## src/rtl/sldt_pkg.sv

```systemverilog
package sldt_pkg;
    localparam int TAG_W  = 5;
    localparam int ADDR_W = 32;
    localparam int WORD_W = ADDR_W - 2;

    typedef struct packed {
        logic              vld;
        logic              viol;
        logic [TAG_W-1:0]  tag;
        logic [WORD_W-1:0] word;
    } ent_t;

    function automatic logic [WORD_W-1:0] word_of(input logic [ADDR_W-1:0] a);
        return a[ADDR_W-1:2];
    endfunction
endpackage

```

## src/rtl/sldt_slot.sv

```systemverilog
module sldt_slot
    import sldt_pkg::*;
(
    input  logic              clk,
    input  logic              rst,
    input  logic              wr,
    input  logic [TAG_W-1:0]  wr_tag,
    input  logic [WORD_W-1:0] wr_word,
    input  logic              free_i,
    input  logic              mark_i,
    input  logic [TAG_W-1:0]  chk_tag,
    input  logic [WORD_W-1:0] st_word,
    output ent_t              ent,
    output logic              chk_hit,
    output logic              alloc_hit,
    output logic              st_hit
);
    ent_t q;

    always_ff @(posedge clk) begin
        if (rst) begin
            q <= '0;
        end else if (wr) begin
            q.vld  <= 1'b1;
            q.viol <= 1'b0;
            q.tag  <= wr_tag;
            q.word <= wr_word;
        end else if (free_i) begin
            q.vld  <= 1'b0;
            q.viol <= 1'b0;
        end else if (mark_i) begin
            q.viol <= 1'b1;
        end
    end

    assign ent       = q;
    assign chk_hit   = q.vld && (q.tag == chk_tag);
    assign alloc_hit = q.vld && (q.tag == wr_tag);
    assign st_hit    = q.vld && (q.word == st_word);
endmodule

```

## src/rtl/sldt_pick.sv

```systemverilog
module sldt_pick #(
    parameter int N  = 8,
    parameter int IW = $clog2(N)
) (
    input  logic [N-1:0]  same_tag,
    input  logic [N-1:0]  free_vec,
    input  logic [IW-1:0] rr_ptr,
    output logic [IW-1:0] idx,
    output logic          evict
);
    logic [IW-1:0] tag_idx, free_idx;

    always_comb begin
        tag_idx  = '0;
        free_idx = '0;
        for (int i = N - 1; i >= 0; i--) begin
            if (same_tag[i]) tag_idx  = IW'(i);
            if (free_vec[i]) free_idx = IW'(i);
        end
        evict = 1'b0;
        if (|same_tag)      idx = tag_idx;
        else if (|free_vec) idx = free_idx;
        else begin
            idx   = rr_ptr;
            evict = 1'b1;
        end
    end
endmodule

```

## src/rtl/spec_ld_tracker.sv

```systemverilog
module spec_ld_tracker
    import sldt_pkg::*;
#(
    parameter int ENTRIES = 8
) (
    input  logic              clk,
    input  logic              rst,
    input  logic              alloc_valid,
    input  logic [TAG_W-1:0]  alloc_tag,
    input  logic [ADDR_W-1:0] alloc_addr,
    input  logic              st_valid,
    input  logic [ADDR_W-1:0] st_addr,
    input  logic              chk_valid,
    input  logic [TAG_W-1:0]  chk_tag,
    output logic              chk_resp_valid,
    output logic              chk_recover
);
    localparam int IDX_W = (ENTRIES > 1) ? $clog2(ENTRIES) : 1;

    ent_t               ent_q [ENTRIES];
    logic [ENTRIES-1:0] chk_hit, alloc_hit, st_hit, free_vec, viol_vec;
    logic [IDX_W-1:0]   pick_idx, rr_q;
    logic               evict;
    logic [WORD_W-1:0]  st_word, al_word;

    assign st_word = word_of(st_addr);
    assign al_word = word_of(alloc_addr);

    for (genvar g = 0; g < ENTRIES; g++) begin : g_slot
        sldt_slot u_slot (
            .clk       (clk),
            .rst       (rst),
            .wr        (alloc_valid && (pick_idx == IDX_W'(g))),
            .wr_tag    (alloc_tag),
            .wr_word   (al_word),
            .free_i    (chk_valid && chk_hit[g]),
            .mark_i    (st_valid && st_hit[g]),
            .chk_tag   (chk_tag),
            .st_word   (st_word),
            .ent       (ent_q[g]),
            .chk_hit   (chk_hit[g]),
            .alloc_hit (alloc_hit[g]),
            .st_hit    (st_hit[g])
        );
        assign free_vec[g] = ~ent_q[g].vld;
        assign viol_vec[g] = ent_q[g].viol;
    end

    sldt_pick #(.N(ENTRIES), .IW(IDX_W)) u_pick (
        .same_tag (alloc_hit),
        .free_vec (free_vec),
        .rr_ptr   (rr_q),
        .idx      (pick_idx),
        .evict    (evict)
    );

    // Store in the same cycle counts as older than the check.
    logic found, conflict;
    assign found    = |chk_hit;
    assign conflict = |(chk_hit & (viol_vec | (st_valid ? st_hit : '0)));

    always_ff @(posedge clk) begin
        if (rst) begin
            rr_q           <= '0;
            chk_resp_valid <= 1'b0;
            chk_recover    <= 1'b0;
        end else begin
            if (alloc_valid && evict)
                rr_q <= (rr_q == IDX_W'(ENTRIES - 1)) ? '0 : rr_q + 1'b1;
            chk_resp_valid <= chk_valid;
            chk_recover    <= chk_valid && (!found || conflict);
        end
    end
endmodule

```

## config.mk

```make
export PLATFORM = sky130hd
export DESIGN_NAME = spec_ld_tracker
export DESIGN_NICKNAME = d
export VERILOG_FILES = /design/src/rtl/sldt_pkg.sv /design/src/rtl/sldt_slot.sv /design/src/rtl/sldt_pick.sv /design/src/rtl/spec_ld_tracker.sv
export SDC_FILE = /design/constraint.sdc
export NUM_CORES = 1
export LEC_CHECK = 0
export CAP_MARGIN = 15
export CORE_MARGIN = 4
export CORE_UTILIZATION = 33
export CTS_BUF_LIST = sky130_fd_sc_hd__clkbuf_4 sky130_fd_sc_hd__clkbuf_8
export CTS_CLUSTER_SIZE = 12
export DETAILED_ROUTE_END_ITERATION = 10
export PLACE_DENSITY = 0.46
export SKIP_CTS_REPAIR_TIMING = 1
export SLEW_MARGIN = 0
export SYNTH_ARGS = -nofsm -noshare
export SYNTH_HDL_FRONTEND = slang
export SYNTH_SLANG_ARGS = --single-unit
```

## constraint.sdc

```tcl
create_clock -name clk -period 3.53 [get_ports clk]
set_clock_uncertainty 0.1 [all_clocks]
set_input_delay 0.706 -clock clk [delete_from_list [all_inputs] [get_ports clk]]
set_output_delay 0.706 -clock clk [all_outputs]
set_load 0.05 [all_outputs]
```

==> summary.txt <==
outcome: complete, no violations
Lkg Pwr: 6.77 nW
origin of the critical flop-to-flop path: g_slot[2].u_slot.ent[33]$_SDFFE_PP0P_
average wire per standard cell: 21.3 µm
reg2reg setup slack: 0.56 ns
most area-consuming cells after synthesis: dfxtp_1, mux2i_1, xnor2_1, xor2_1, nand2b_1
metal3 WL: 2370 µm
number of synthesized flops with an enable pin: 0
setup slack after layout: 0.127 ns
Hold Fails Final Rpt: 0
period utilization: 96.4%
TritonCTS clock tree: yes
CP Cell Sequence: clkdlybuf4s50_1 -> buf_4 -> xor2_1 -> nor4_1 -> buf_4 -> and3_1 -> a211oi_1 -> o21ai_2 -> nand2_1 -> or4_2 -> buf_12 -> and2_1
Pwr Density: 427 mW/mm²
Synth Register Bits: 301
WS Path Type: in2reg
CP Launch Type: primary input
Die Y-Extent: 221 µm
via-per-instance ratio: 4.88
Clock transition at path regs: 0.06 ns
Post-Syn Area: 0.0149 mm²
Routed met2 length: 22300 µm
Starting Density: 33.5%
hold depth: 2
Placer Congestion: 0.813
Hold EP: g_slot[0].u_slot.ent[16]$_SDFFE_PP0P_
post-route insts no fill: 2322
Synth Area per Inst: 9.59 µm²
clk root buf: clkbuf_8
post-synth top area share: 40.4%
router iterations before antenna repair: 6
# fillers: 4419
design area: 0.0183 mm²
RSZ-0062 raised after global routing: false
pre-CTS WS: -0.552 ns
FF+latch area: 0.00603 mm²
GR Util All Layers: 20.4%
Placed Cells: 2230
post-synthesis sequential area ratio: 40.4%
clk buf depth: 3
initial antenna violation count: 2
# clock sinks: 301
Post-DP HPWL: 35700 µm
vias in the first global route: 11500
IO Port Bufs: 76
die area: 0.0487 mm²
Worst-Margin Slew: 0.827 ns
Clk Latency, worst-skew pair: 0.65 ns
Rows: 77
post-route ant nets: 0
die width: 221 µm
most area-hungry cell type in the Yosys netlist: dfxtp_1
slowest CP cell: or4_2
worst stage delay on the critical path: 0.69 ns
first-pass GRT wire length: 74000 µm
Final nets: 1776
Unique masters post-synth: 46
DR top layer: met5
global route overflow: 0
fmax: 0.294 GHz
crit end category: register
Critical Path RT: 3.94 ns
Yosys warning count: 0
Slew HR: 44.7%
area of the multi-input gates: 0.00839 mm²
CORE AREA: 0.0445 mm²
Final setup viols: 0
CTS H-tree depth: 2
Worst Reg-to-Reg Cells: 9
CP max FO: 37
Placed Area: 0.0171 mm²
Mapped Cells: 1557
Final Critical Period: 3.40 ns
pin count of the biggest net entering global routing: 109
Initial DRC Count: 761
Area Overhead vs Synth: 22.2%
Top-Level Pins: 81
Worst R2R End: g_slot[2].u_slot.ent[35]$_SDFFE_PP0P_
worst hold path type: reg2reg
number of remaining DRC errors: 0
Synth Net Count: 1638
worst hold start: g_slot[0].u_slot.ent[16]$_SDFFE_PP0P_
DRT met1 WL: 23400 µm
Top cell by count, worst path: buf_4
WP data arrival: 3.81 ns
Post-synth ARST share: 0%
CTS Buf Count: 55
total of max-cap violations: 0
Max VDD drop: 0.283 mV
Post-Route WL: 49500 µm
via count: 11300
share of cells above drive strength 1: 13.0%
pins over their slew limit: 0
Top FF cell, synth: dfxtp_1
-- worst max path at each step --
stage               cells past startpoint         start                                     to
floorplan                              11  alloc_tag[4]  g_slot[2].u_slot.ent[35]$_SDFFE_PP0P_
global placement                       13  alloc_tag[3]   g_slot[1].u_slot.ent[6]$_SDFFE_PP0P_
detailed placement                     13  alloc_tag[3]   g_slot[1].u_slot.ent[8]$_SDFFE_PP0P_
CTS                                    13  alloc_tag[3]   g_slot[1].u_slot.ent[8]$_SDFFE_PP0P_
global route                           13  alloc_tag[3]  g_slot[7].u_slot.ent[11]$_SDFFE_PP0P_
finish                                 12  alloc_tag[3]  g_slot[2].u_slot.ent[35]$_SDFFE_PP0P_
-- area by class of cell --
class                      count  area share, %
multi-input combinational   1135           46.0
sequential                   301           33.0
timing repair buffer         199           10.9
clock buffer                  85           5.79
tap                          592           4.06
clock inverter                 5          0.185
inverter                       3         0.0617
antenna                        2         0.0274
-- per-layer routing --
layer	global-route usage, %	up-vias
li1	-	5577
met1	27.6	5421
met2	32.9	272
met3	3.91	69
met4	6.70	2
met5	0.505	-
-- power breakdown --
group          internal [mW]  total (mW)  switching, mW  leakage (nW)
combinational          0.424       0.938          0.514          3.75
clock                   1.88        3.36           1.48         0.582
sequential              3.46        3.51         0.0461          2.43
total                   5.76        7.80           2.04          6.77
-- kinds of logic after synthesis --
| logic type | count (synthesis) | share of synthesized area (%) |
|---|---|---|
| compound gates | 114 | 4.47 |
| flops | 301 | 40.4 |
| fa+ha+maj | 2 | 0.168 |
| mux | 213 | 14.3 |
| xor+xnor | 320 | 18.8 |
| buf+inv | 121 | 3.80 |
| simple gates | 486 | 18.2 |
-- synth_stat cells, types with 11 or more instances --
master / number
xnor2_1: 211
a21oi_1: 11
nand3b_1: 70
nor2_1: 149
nand2b_1: 110
nand4_1: 51
nand3_1: 15
nor4_1: 38
clkbuf_1: 89
buf_2: 12
nand2_1: 20
dfxtp_1: 301
xor2_1: 109
mux2i_1: 213
o21ai_0: 72
-- cells in the final DEF, fill, tap and decap left out, types with 3 or more instances in the layout --
master,count
clkbuf_8,67
inv_1,3
nor4_1,37
a41o_1,3
nand2_1,20
mux2i_1,213
buf_12,24
nor2b_1,3
nand3b_1,70
a2111oi_0,4
clkbuf_4,18
nand3_1,14
nor2_1,149
xnor2_1,211
and3_1,10
nor3_1,7
a21oi_1,11
nand4b_1,3
nand2b_1,110
clkdlybuf4s50_1,75
dfxtp_1,301
a31oi_1,6
nand4_1,51
buf_4,99
clkinv_2,3
xor2_1,109
o21ai_0,72
-- through the flow --
step	TNS, ns	utilization [%]	total power [mW]	hold WS, ns
finish	0	41.0	7.80	0.386
global route	0	41.0	8.14	0.403
CTS	0	41.0	7.91	0.390
detailed placement	-119.02	38.5	4.52	0.379
global placement	-114.65	38.5	4.52	0.370
floorplan	0	-	4.07	0.361
-- state kept, by name (all words and copies together), names as in the netlist --
signal and flops:
chk_recover 1, chk_resp_valid 1, rr_q 3, g_slot.u_slot.ent 296
-- worst max-delay path, delay by kind of cell --
family	cells	cell delay, ns
buffers and inverters	4	1.12
xor gates and xnor gates	1	0.16
AOI/OAI and AO/OA	2	0.35
and+or+nand+nor	5	1.44
Power figures use the tool's default switching activity.
